--- config.mk ---
export PLATFORM = sky130hd
export DESIGN_NAME = qfa_irq_dma_agg
export DESIGN_NICKNAME = d
export VERILOG_FILES = /design/src/rtl/qfa_pkg.sv /design/src/rtl/qfa_sticky_bank.sv /design/src/rtl/qfa_level_sync.sv /design/src/rtl/qfa_enable_reg.sv /design/src/rtl/qfa_req_out.sv /design/src/rtl/qfa_irq_dma_agg.sv
export SDC_FILE = /design/constraint.sdc
export NUM_CORES = 1
export LEC_CHECK = 0
export BUFFER_PORTS_ARGS = -buffer_cell sky130_fd_sc_hd__buf_2
export CAP_MARGIN = 20
export CORE_MARGIN = 3
export CORE_UTILIZATION = 53
export CTS_CLUSTER_DIAMETER = 60
export DETAILED_ROUTE_END_ITERATION = 10
export PLACE_DENSITY = 0.78
export SETUP_SLACK_MARGIN = 0.2
export SLEW_MARGIN = 20
export SYNTH_ARGS = -nofsm -noshare
export SYNTH_HDL_FRONTEND = slang
export SYNTH_SLANG_ARGS = --single-unit
--- constraint.sdc ---
create_clock -name clk -period 2 [get_ports clk]
set_input_delay 0.3 -clock clk [delete_from_list [all_inputs] [get_ports clk]]
set_output_delay 0.3 -clock clk [all_outputs]
set_load 0.05 [all_outputs]
--- src/rtl/qfa_pkg.sv ---
package qfa_pkg;
  localparam int unsigned NUM_COND = 9;
  localparam int unsigned REG_W    = NUM_COND + 1;
  localparam int unsigned NUM_STKY = 7;

  localparam int unsigned C_TX_FILL  = 0;
  localparam int unsigned C_TX_UNDER = 1;
  localparam int unsigned C_RX_DRAIN = 2;
  localparam int unsigned C_RX_OVF   = 3;
  localparam int unsigned C_BUF_OVF  = 4;
  localparam int unsigned C_CMD_BUS  = 5;
  localparam int unsigned C_CMD_CMD  = 6;
  localparam int unsigned C_OP_ERR   = 7;
  localparam int unsigned C_DONE     = 8;
  localparam int unsigned EN_DMA     = NUM_COND;

  localparam logic [NUM_COND-1:0] OVR_MASK = 9'b0_0001_1010;
  localparam logic [NUM_COND-1:0] ERR_MASK = 9'b0_1110_0000;

  typedef enum logic {ADDR_FLAG = 1'b0, ADDR_EN = 1'b1} reg_sel_e;
endpackage

--- src/rtl/qfa_sticky_bank.sv ---
module qfa_sticky_bank #(
  parameter int unsigned W = 7
) (
  input  logic         clk,
  input  logic         rst,
  input  logic [W-1:0] set_i,
  input  logic [W-1:0] clr_i,
  output logic [W-1:0] flag_o
);
  for (genvar i = 0; i < W; i++) begin : g_bit
    logic q;
    always_ff @(posedge clk) begin
      if (rst)           q <= 1'b0;
      else if (set_i[i]) q <= 1'b1;
      else if (clr_i[i]) q <= 1'b0;
    end
    assign flag_o[i] = q;

    assert_set_wins_R3: assert property (@(posedge clk) disable iff (rst)
      ($past(!rst) && $past(set_i[i])) |-> flag_o[i]);
    assert_sticky_hold_R2: assert property (@(posedge clk) disable iff (rst)
      ($past(!rst) && $past(flag_o[i]) && !$past(clr_i[i])) |-> flag_o[i]);
  end
endmodule

--- src/rtl/qfa_level_sync.sv ---
module qfa_level_sync #(
  parameter int unsigned W = 2
) (
  input  logic         clk,
  input  logic         rst,
  input  logic [W-1:0] lvl_i,
  output logic [W-1:0] lvl_o
);
  always_ff @(posedge clk) begin
    if (rst) lvl_o <= '0;
    else     lvl_o <= lvl_i;
  end
endmodule

--- src/rtl/qfa_enable_reg.sv ---
module qfa_enable_reg #(
  parameter int unsigned W = 10
) (
  input  logic         clk,
  input  logic         rst,
  input  logic         we,
  input  logic [W-1:0] wdata,
  output logic [W-1:0] en_o
);
  always_ff @(posedge clk) begin
    if (rst)     en_o <= '0;
    else if (we) en_o <= wdata;
  end

  assert_en_load_R5: assert property (@(posedge clk) disable iff (rst)
    ($past(!rst) && $past(we)) |-> (en_o == $past(wdata)));
endmodule

--- src/rtl/qfa_req_out.sv ---
module qfa_req_out
  import qfa_pkg::*;
#(
  parameter int unsigned N = NUM_COND
) (
  input  logic         clk,
  input  logic         rst,
  input  logic [N-1:0] flags,
  input  logic [N:0]   en,
  input  logic         rx_write,
  output logic         irq_tx_fill,
  output logic         irq_rx_drain,
  output logic         irq_overrun,
  output logic         irq_error,
  output logic         irq_done,
  output logic         dma_req
);
  logic [N-1:0] gated;
  assign gated = flags & en[N-1:0];

  always_ff @(posedge clk) begin
    if (rst) begin
      irq_tx_fill  <= 1'b0;
      irq_rx_drain <= 1'b0;
      irq_overrun  <= 1'b0;
      irq_error    <= 1'b0;
      irq_done     <= 1'b0;
      dma_req      <= 1'b0;
    end else begin
      irq_tx_fill  <= gated[C_TX_FILL];
      irq_rx_drain <= gated[C_RX_DRAIN];
      irq_overrun  <= |(gated & OVR_MASK);
      irq_error    <= |(gated & ERR_MASK);
      irq_done     <= gated[C_DONE];
      dma_req      <= rx_write & en[EN_DMA];
    end
  end
endmodule

--- src/rtl/qfa_irq_dma_agg.sv ---
module qfa_irq_dma_agg
  import qfa_pkg::*;
(
  input  logic             clk,
  input  logic             rst,
  input  logic             tx_room,
  input  logic             rx_not_empty,
  input  logic             rx_write,
  input  logic             evt_tx_underrun,
  input  logic             evt_rx_overflow,
  input  logic             evt_buf_overflow,
  input  logic             evt_cmd_bus_err,
  input  logic             evt_cmd_cmd_err,
  input  logic             evt_bad_opcode,
  input  logic             evt_done,
  input  logic             reg_wr,
  input  logic             reg_addr,
  input  logic [REG_W-1:0] reg_wdata,
  output logic [REG_W-1:0] reg_rdata,
  output logic             irq_tx_fill,
  output logic             irq_rx_drain,
  output logic             irq_overrun,
  output logic             irq_error,
  output logic             irq_done,
  output logic             dma_req
);
  logic                wr_flag, wr_en;
  logic [NUM_STKY-1:0] stk_set, stk_clr, stk_q;
  logic [1:0]          lvl_q;
  logic [NUM_COND-1:0] flags;
  logic [REG_W-1:0]    en_q;

  assign wr_flag = reg_wr && (reg_addr == ADDR_FLAG);
  assign wr_en   = reg_wr && (reg_addr == ADDR_EN);

  assign stk_set = {evt_done, evt_bad_opcode, evt_cmd_cmd_err, evt_cmd_bus_err,
                    evt_buf_overflow, evt_rx_overflow, evt_tx_underrun};
  assign stk_clr = {NUM_STKY{wr_flag}} &
                   {reg_wdata[C_DONE], reg_wdata[C_OP_ERR], reg_wdata[C_CMD_CMD],
                    reg_wdata[C_CMD_BUS], reg_wdata[C_BUF_OVF], reg_wdata[C_RX_OVF],
                    reg_wdata[C_TX_UNDER]};

  qfa_sticky_bank #(.W(NUM_STKY)) u_sticky (
    .clk(clk), .rst(rst), .set_i(stk_set), .clr_i(stk_clr), .flag_o(stk_q));

  qfa_level_sync #(.W(2)) u_level (
    .clk(clk), .rst(rst), .lvl_i({rx_not_empty, tx_room}), .lvl_o(lvl_q));

  qfa_enable_reg #(.W(REG_W)) u_enable (
    .clk(clk), .rst(rst), .we(wr_en), .wdata(reg_wdata), .en_o(en_q));

  assign flags = {stk_q[6], stk_q[5], stk_q[4], stk_q[3], stk_q[2],
                  stk_q[1], lvl_q[1], stk_q[0], lvl_q[0]};

  always_ff @(posedge clk) begin
    if (rst)                     reg_rdata <= '0;
    else if (reg_addr == ADDR_EN) reg_rdata <= en_q;
    else                         reg_rdata <= {1'b0, flags};
  end

  qfa_req_out #(.N(NUM_COND)) u_req (
    .clk(clk), .rst(rst), .flags(flags), .en(en_q), .rx_write(rx_write),
    .irq_tx_fill(irq_tx_fill), .irq_rx_drain(irq_rx_drain),
    .irq_overrun(irq_overrun), .irq_error(irq_error), .irq_done(irq_done),
    .dma_req(dma_req));

  assert_level_follow_R4: assert property (@(posedge clk) disable iff (rst)
    $past(!rst) |-> (flags[C_RX_DRAIN] == $past(rx_not_empty)));
  assert_dma_needs_write_R9: assert property (@(posedge clk) disable iff (rst)
    ($past(!rst) && dma_req) |-> ($past(rx_write) && $past(en_q[EN_DMA])));
  assert_dma_follows_write_R9: assert property (@(posedge clk) disable iff (rst)
    ($past(!rst) && $past(rx_write) && $past(en_q[EN_DMA])) |-> dma_req);
  assert_overrun_gated_R7: assert property (@(posedge clk) disable iff (rst)
    ($past(!rst) && ($past(en_q & REG_W'(OVR_MASK)) == '0)) |-> !irq_overrun);
  assert_error_gated_R8: assert property (@(posedge clk) disable iff (rst)
    ($past(!rst) && ($past(en_q & REG_W'(ERR_MASK)) == '0)) |-> !irq_error);
endmodule

Yosys cells after proc, flatten, opt, wreduce, memory -nomap -nowiden
Cells that the tools add are included.
W data, S select, Z words.
{"block": "totals", "register_bits": 35, "output_inout_bits": 16}
{"block": "op_classes", "n_mux": 15, "bitwise": 4, "reduce_logical": 12}
{"cell": "$mux W1", "n": 14}
{"cell": "$reduce_bool A2 Y1", "n": 7}
{"cell": "$and A9 B9 Y9", "n": 1}
{"cell": "$mux W9", "n": 1}
{"cell": "$and A7 B7 Y7", "n": 1}
{"cell": "$reduce_or A3 Y1", "n": 2}
{"cell": "$logic_and A1 B1 Y1", "n": 2}
{"cell": "$reduce_or A2 Y1", "n": 1}
{"cell": "$and A1 B1 Y1", "n": 1}
{"cell": "$not A1 Y1", "n": 1}

Logic depth before layout (Yosys ltp)
Gate-level depths: netlist of the first run.
{"block": "logic_depth", "word_depth": 5, "mapped_depth": 4, "mapped_depth_nobuf": 2}

By module
Synthesis of the first run repeated with hierarchy kept, for this count alone.
{"block": "unflattened", "hier_cells": 129, "hier_area_um2": 1338.8}
{"mod": "qfa_irq_dma_agg", "n_inst": 1, "cells_per_inst": 40, "area_per_inst_um2": 405.4, "seq_area_each_um2": 200.2}
{"mod": "qfa_enable_reg", "n_inst": 1, "cells_per_inst": 32, "area_per_inst_um2": 352.8, "seq_area_each_um2": 200.2}
{"mod": "qfa_sticky_bank", "n_inst": 1, "cells_per_inst": 35, "area_per_inst_um2": 350.3, "seq_area_each_um2": 140.1}
{"mod": "qfa_req_out", "n_inst": 1, "cells_per_inst": 18, "area_per_inst_um2": 177.7, "seq_area_each_um2": 120.1}
{"mod": "qfa_level_sync", "n_inst": 1, "cells_per_inst": 4, "area_per_inst_um2": 52.6, "seq_area_each_um2": 40.0}

Worst setup path before layout of the first run
Ideal clock, no wire load.
{"block": "synth_timing", "path_kind": "input to register", "startpoint": "in reg_wr", "endpoint": "reg u_enable.en_o[5]", "setup_time_ns": 0.066, "arrival_time_ns": 0.827, "required_ns": 1.934, "path_slack_ns": 1.107, "path_stages": 4, "path_buffers": 2, "cell_sequence": "buf_6 > buf_6 > a21bo_1 > a21oi_2"}
{"block": "synth_between", "elab_chain_cells": 1}
{"item": "from (decl)", "line": "qfa_irq_dma_agg.sv:16", "text": "input logic reg_wr,"}
{"item": "$logic_and A1 B1 Y1", "line": "qfa_irq_dma_agg.sv:34", "text": "assign wr_en = reg_wr && (reg_addr == ADDR_EN);"}
{"item": "to (signal assigned)", "line": "qfa_enable_reg.sv:12", "text": "else if (we) en_o <= wdata;"}
{"item": "to (decl)", "line": "qfa_enable_reg.sv:8", "text": "output logic [W-1:0] en_o"}
Every way passes these cells.
A chain may end at the register's enable or synchronous reset.

Worst setup path after layout of the first run
{"block": "layout_timing", "startpoint": "reg reg_rdata[4]", "endpoint": "out reg_rdata[4]"}
{"item": "from (decl)", "line": "qfa_irq_dma_agg.sv:19", "text": "output logic [REG_W-1:0] reg_rdata,"}
{"item": "from (signal assigned)", "line": "qfa_irq_dma_agg.sv:57", "text": "else if (reg_addr == ADDR_EN) reg_rdata <= en_q;"}
{"item": "from (signal assigned)", "line": "qfa_irq_dma_agg.sv:58", "text": "else reg_rdata <= {1'b0, flags};"}
No word-level cell between the ends.

==> results of run 1 <==
## registers in the layout, summed over array words and instances, names as in the netlist, 2 cells and up
register and flops:
reg_rdata 10, u_enable.en_o 10, u_sticky.g_bit.q 7, u_level.lvl_o 2
## stage by stage
stage	setup WS, ns	power (mW)	cell area (µm²)	cells	hold slack [ns]
after floorplan	1.11	0.895	1370	129	0.416
after global placement	0.743	0.933	1540	189	0.432
after detailed placement	0.658	0.939	1540	189	0.440
after CTS	0.753	1.37	1610	197	0.164
after global routing	0.727	1.41	1610	197	0.172
final	0.768	1.35	1610	197	0.171
## per-layer routing
| layer | global-route usage, % | up-vias | wire, µm |
|---|---|---|---|
| met2 | 26.1 | 30 | 1110 |
| met3 | 7.59 | 8 | 197 |
| met4 | 8.94 | 0 | 59 |
| met1 | 19.0 | 491 | 1040 |
| met5 | 0 | - | 0 |
| li1 | - | 527 | - |
## area by class of cell
cell class,instances,share of cell area [%]
Multi-Input combinational cell,83,36.1
Clock buffer,8,4.27
Timing Repair Buffer,43,14.0
Tap cell,28,2.18
Sequential cell,35,43.5
## cells in the mapped netlist
cell      number  share of area (%)
dfxtp_1       35                 51
and4bb_2       1               0.91
nor3_1         6                2.2
nor4bb_1       6                4.4
nand2_1        3               0.82
nor2b_1        2               0.91
nand3_1       10                3.7
buf_2          6                2.2
mux2i_1        9                6.6
and3b_1        2                1.3
nor2_1        21                5.8
buf_6          5                4.1
a222oi_1       2                1.5
a21oi_2       10                6.4
a21bo_1       10                7.3
nor3_2         1               0.73
## where the power goes
| group | leakage, nW | internal [mW] | switching, mW |
|---|---|---|---|
| Combinational | 0.411 | 0.0678 | 0.105 |
| Clock | 0.0386 | 0.207 | 0.225 |
| Sequential | 0.287 | 0.730 | 0.0188 |
## cells by family (layout without fill, tap and decap cells)
| kind of cell | count (synthesis) | after routing | synth area share, % |
|---|---|---|---|
| multiplexers | 9 | 9 | 6.59 |
| flip-flops | 35 | 35 | 51.2 |
| AO/OA/AOI/OAI | 22 | 22 | 15.2 |
| AND/OR/NAND/NOR | 52 | 52 | 20.7 |
| buffers and inverters | 11 | 51 | 6.31 |
## how the worst min path moves through the flow
stage                                          endpoint  slack (ns)
after floorplan           u_req.irq_rx_drain$_SDFF_PP0_        0.42
after global placement    u_req.irq_rx_drain$_SDFF_PP0_        0.43
after detailed placement   u_req.irq_tx_fill$_SDFF_PP0_        0.44
after CTS                   u_level.lvl_o[1]$_SDFF_PP0_        0.16
after global routing        u_level.lvl_o[1]$_SDFF_PP0_        0.17
final                       u_level.lvl_o[1]$_SDFF_PP0_        0.17
==> reports/results.tsv, run 1 <==
stage	metric	value	unit
synthesis	Synth Instances	129	
finish	Layout Nets	192	
finish	# diodes	0	
routing	Vias	1056	
finish	area of the multi-input gates	581	µm²
worst_hold_path	hold_sp	rx_not_empty	
synthesis	library cells used by synthesis	16	
synthesis	Post-Syn Area	1370	µm²
finish	share of cells above drive strength 1	36.7	%
synthesis	Synth Warn #	0	
routing	Routed Antenna Nets	0	
clock_network	Max H-tree Level	2	
sta	Final setup viols	0	
sta	worst slew pin tran	0.668	ns
synthesis	register area share after synthesis	51.2	%
sta	fin crit share	61.6	%
routing	DRC Markers	0	
floorplanning	full die area	3230	µm²
routing	Total Wirelength	2410	µm
synthesis	syn_area_per_cell	10.6	µm²
finish	commonest non-fill, non-tap cell in the layout	buf_2	
critical_path	Setup CP Type	reg -> out	
floorplanning	I/O Pins	40	
worst_hold_path	worst hold path class	in -> reg	
clock_network	clk buf depth	2	
floorplanning	CORE AREA	2320	µm²
critical_path	WP data arrival	0.93	ns
critical_path	Critical Path RT	1.70	ns
clock_network	post-CTS sizing	0	
sta	slew margin rel.	55.5	%
critical_path	critical path's largest stage delay	0.34	ns
critical_path	Worst setup EP type	primary output	
global_routing	antenna violations before repair	0	
run	Max Cap Viol	0	
clock_network	clk slew on worst S/H paths	0.10	ns
critical_path	Critical R2R Capture	u_req.irq_overrun$_SDFF_PP0_	
global_routing	first-pass GRT wire length	4120	µm
sta	Setup TNS Final	0	ns
sta	max-slew violations	0	
global_routing	grt ovf	0	
synthesis	Syn Nets	153	
critical_path	CP Launch Type	register	
global_routing	GRT Overall Usage	16.7	%
clock_network	clock sink total	35	
critical_path	CP Cell Sequence	buf_2	
sta	Final Critical Period	1.23	ns
critical_path	worst-path maximum fanout	1	
sta	Hold Vio Cnt, Final	0	
critical_path	slowest stage cell, crit path	dfxtp_1	
finish	Reg area	701	µm²
critical_path	Reg2Reg Setup Slack	1.14	ns
finish	Area Overhead vs Synth	17.7	%
critical_path	RR Startpoint	u_enable.en_o[1]$_SDFFE_PP0P_	
finish	Layout fillers	199	
floorplanning	DIE HEIGHT	56.8	µm
placed_design	port bufs	39	
power_and_ir_drop	Leak	0.736	nW
finish	Final Core Density	69.5	%
routing	average wire per standard cell	12.3	µm
finish	most frequent cells in the layout	39 x buf_2, 35 x dfxtp_1, 21 x nor2_1	
sta	Final Skew	0.00333	ns
critical_path	Buf/Inv on CP	1	
global_routing	vias in the first global route	959	
clock_network	CTS tree	yes	
sta	RSZ-0062 raised after global routing	false	
critical_path	CP startpoint	reg_rdata[4]$_SDFF_PP0_	
routing	First DRT Iteration DRCs	12	
placed_design	DPL Wire Length	1660	µm
clock_network	CTS Buf Count	5	
routing	First-pass DRT Iterations	4	
clock_network	Worst-Skew Late Latency	0.34	ns
worst_hold_path	hold depth	2	
global_routing	largest net degree at the start of global routing	36	
power_and_ir_drop	VDD IR max	0.602	mV
sta	Max Fclk	812	MHz
floorplanning	Rows	17	
critical_path	CP endpoint	reg_rdata[4]	
floorplanning	initial core utilization	59.0	%
routing	drt via density	5.36	
floorplanning	Die X	56.8	µm
critical_path	FF-to-FF path depth	2	
power_and_ir_drop	PD cells	840	nW/µm²
placed_design	gpl congestion	0.676	
synthesis	flops & latches, synth	35	
status	status	complete, no violations	
clock_network	hold_buf cts	0	
clock_network	Setup Buffers After CTS	0	
clock_network	Root Buffer	clkbuf_4	
critical_path	CP delay by family, top	flip-flops	
critical_path	cell depth of the worst setup path	1	
(Power assumes the default switching activity.)
==> run 2: changes to the inputs <==
CORE_UTILIZATION = 45   (was 53)
PLACE_DENSITY = 0.71   (was 0.78)
clock period = 1.05 ns   (was 2 ns; I/O delays follow)
==> reports/results.tsv, run 2 (same netlist as run 1, synthesis figures left out) <==
stage	metric	value	unit
placed_design	placed insts	193	
critical_path	CP delay by family, top	flip-flops	
sta	Final Skew	0.00552	ns
critical_path	Worst setup EP type	primary output	
routing	drt via density	5.34	
sta	Hold Vio Cnt, Final	0	
power_and_ir_drop	VDD IR max	0.870	mV
critical_path	critical path's largest stage delay	0.35	ns
status	status	complete, no violations	
finish	Layout Nets	193	
global_routing	antenna violations before repair	0	
floorplanning	I/O Pins	40	
clock_network	clk buf depth	2	
power_and_ir_drop	switching fraction of total power	25.5	%
finish	commonest non-fill, non-tap cell in the layout	buf_2	
placed_design	gpl congestion	0.754	
clock_network	CTS tree	yes	
floorplanning	full die area	3740	µm²
routing	average wire per standard cell	13.1	µm
critical_path	FF-to-FF path depth	2	
power_and_ir_drop	clock power share	30.8	%
floorplanning	DIE HEIGHT	61.1	µm
clock_network	CTS Buf Count	5	
floorplanning	CORE AREA	2830	µm²
sta	RSZ-0062 raised after global routing	true	
sta	worst slew pin tran	0.310	ns
global_routing	largest net degree at the start of global routing	36	
routing	DRC Markers	0	
critical_path	WP data arrival	0.83	ns
clock_network	hold_buf cts	0	
routing	Vias	1074	
power_and_ir_drop	cell internal pwr	1.98	mW
critical_path	CP Cell Sequence	buf_8	
finish	Reg area	722	µm²
clock_network	Worst-Skew Late Latency	0.34	ns
critical_path	RR Startpoint	u_enable.en_o[1]$_SDFFE_PP0P_	
finish	Layout fillers	219	
power_and_ir_drop	Flop pwr share	54.3	%
critical_path	CP startpoint	reg_rdata[5]$_SDFF_PP0_	
critical_path	Reg2Reg Setup Slack	0.20	ns
sta	fin crit share	94.0	%
floorplanning	Die X	61.1	µm
floorplanning	Rows	19	
finish	area of the multi-input gates	581	µm²
worst_hold_path	worst hold path class	in -> reg	
routing	First-pass DRT Iterations	4	
critical_path	Critical R2R Capture	u_req.irq_overrun$_SDFF_PP0_	
global_routing	GRT Overall Usage	15.6	%
clock_network	clk slew on worst S/H paths	0.10	ns
power_and_ir_drop	Comb power frac	15.0	%
sta	slew margin rel.	79.3	%
run	Max Cap Viol	0	
power_and_ir_drop	Psw	0.676	mW
sta	Max Fclk	1010	MHz
floorplanning	initial core utilization	48.3	%
global_routing	grt ovf	0	
routing	Total Wirelength	2630	µm
placed_design	port bufs	39	
finish	share of cells above drive strength 1	47.1	%
critical_path	Setup CP Type	reg -> out	
critical_path	Critical Path RT	0.89	ns
sta	Final Critical Period	0.987	ns
sta	max-slew violations	0	
finish	Area Overhead vs Synth	34.6	%
critical_path	worst-path maximum fanout	1	
global_routing	first-pass GRT wire length	4140	µm
critical_path	CP endpoint	reg_rdata[5]	
critical_path	slowest stage cell, crit path	dfxtp_2	
placed_design	DPL Wire Length	1790	µm
global_routing	vias in the first global route	969	
sta	Final setup viols	0	
critical_path	Buf/Inv on CP	1	
clock_network	Setup Buffers After CTS	0	
clock_network	Max H-tree Level	2	
critical_path	CP Launch Type	register	
critical_path	cell depth of the worst setup path	1	
finish	most frequent cells in the layout	23 x buf_2, 21 x nor2_1, 18 x dfxtp_1	
routing	Routed Antenna Nets	0	
power_and_ir_drop	PD cells	1440	nW/µm²
sta	Setup TNS Final	0	ns
finish	fin cells	201	
finish	Regs by FF count	reg_rdata (10), u_enable.en_o (10), u_sticky.g_bit.q (7)	
routing	First DRT Iteration DRCs	32	
power_and_ir_drop	Leak	0.792	nW
clock_network	clock sink total	35	
clock_network	Root Buffer	clkbuf_4	
finish	# diodes	0	
## run 2: cell count changes in the layout (fill, tap and decap cells not counted), sizes merged
cell  previous run  this run
buf             43        44
## run 2: power groups by stage
stage	combinational, mW	sequential (mW)	clock, mW
4_1_cts	0.387	1.44	0.847
2_1_floorplan	0.181	1.52	0
6_report	0.397	1.44	0.817
3_3_place_gp	0.348	1.45	0
3_5_place_dp	0.355	1.46	0
5_1_grt	0.427	1.45	0.893
## run 2: worst min-delay path by stage
stage / startpoint / end / slack (ns) / depth (start not counted)
after floorplan: tx_room / u_level.lvl_o[0]$_SDFF_PP0_ / 0.29 / 1
after global placement: rx_not_empty / u_level.lvl_o[1]$_SDFF_PP0_ / 0.37 / 2
after detailed placement: rx_not_empty / u_level.lvl_o[1]$_SDFF_PP0_ / 0.37 / 2
after CTS: rx_not_empty / u_level.lvl_o[1]$_SDFF_PP0_ / 0.02 / 2
after global routing: rx_write / u_req.dma_req$_SDFF_PP0_ / 0.04 / 2
final: tx_room / u_level.lvl_o[0]$_SDFF_PP0_ / 0.04 / 2
## run 2: what timing repair did
action / in CTS / in global routing
gates resized for setup: 52 / 13
pin swaps: 0 / 1
endpoints found under the setup margin: 16 / 18
## run 2: worst reg2reg max path: stages, from the launching register on
cell	delay [ns]
dfxtp_1	0.34
a222oi_1	0.34
nor2_1	0.06
## run 2: cell type report
| class | instances | area share, % |
|---|---|---|
| repair buffers | 44 | 23.4 |
| clock buffers | 8 | 3.74 |
| flip-flops and latches | 35 | 39.2 |
| well taps | 31 | 2.11 |
| multi-input cells | 83 | 31.5 |
## run 2: routing by layer
metal	vias up	GRT usage (%)	share of wire (%)
met5	-	0	0
met4	0	8.36	2.2
met3	5	7.55	7.3
met2	36	24.6	49
met1	501	17.2	42
li1	532	-	-
## run 2: per-stage QoR
stage / total power, mW / instance area, µm² / util (%) / worst slack (ns) / hold slack, ns
after CTS: 2.67 / 1790 / 63.4 / 0.0434 / 0.0227
after global placement: 1.80 / 1590 / 56.2 / 0.0894 / 0.374
after floorplan: 1.71 / 1370 / - / 0.269 / 0.286
after global routing: 2.77 / 1840 / 65.1 / 0.00759 / 0.0405
after detailed placement: 1.81 / 1590 / 56.2 / 0.0486 / 0.371
final: 2.65 / 1840 / 65.1 / 0.0627 / 0.0396
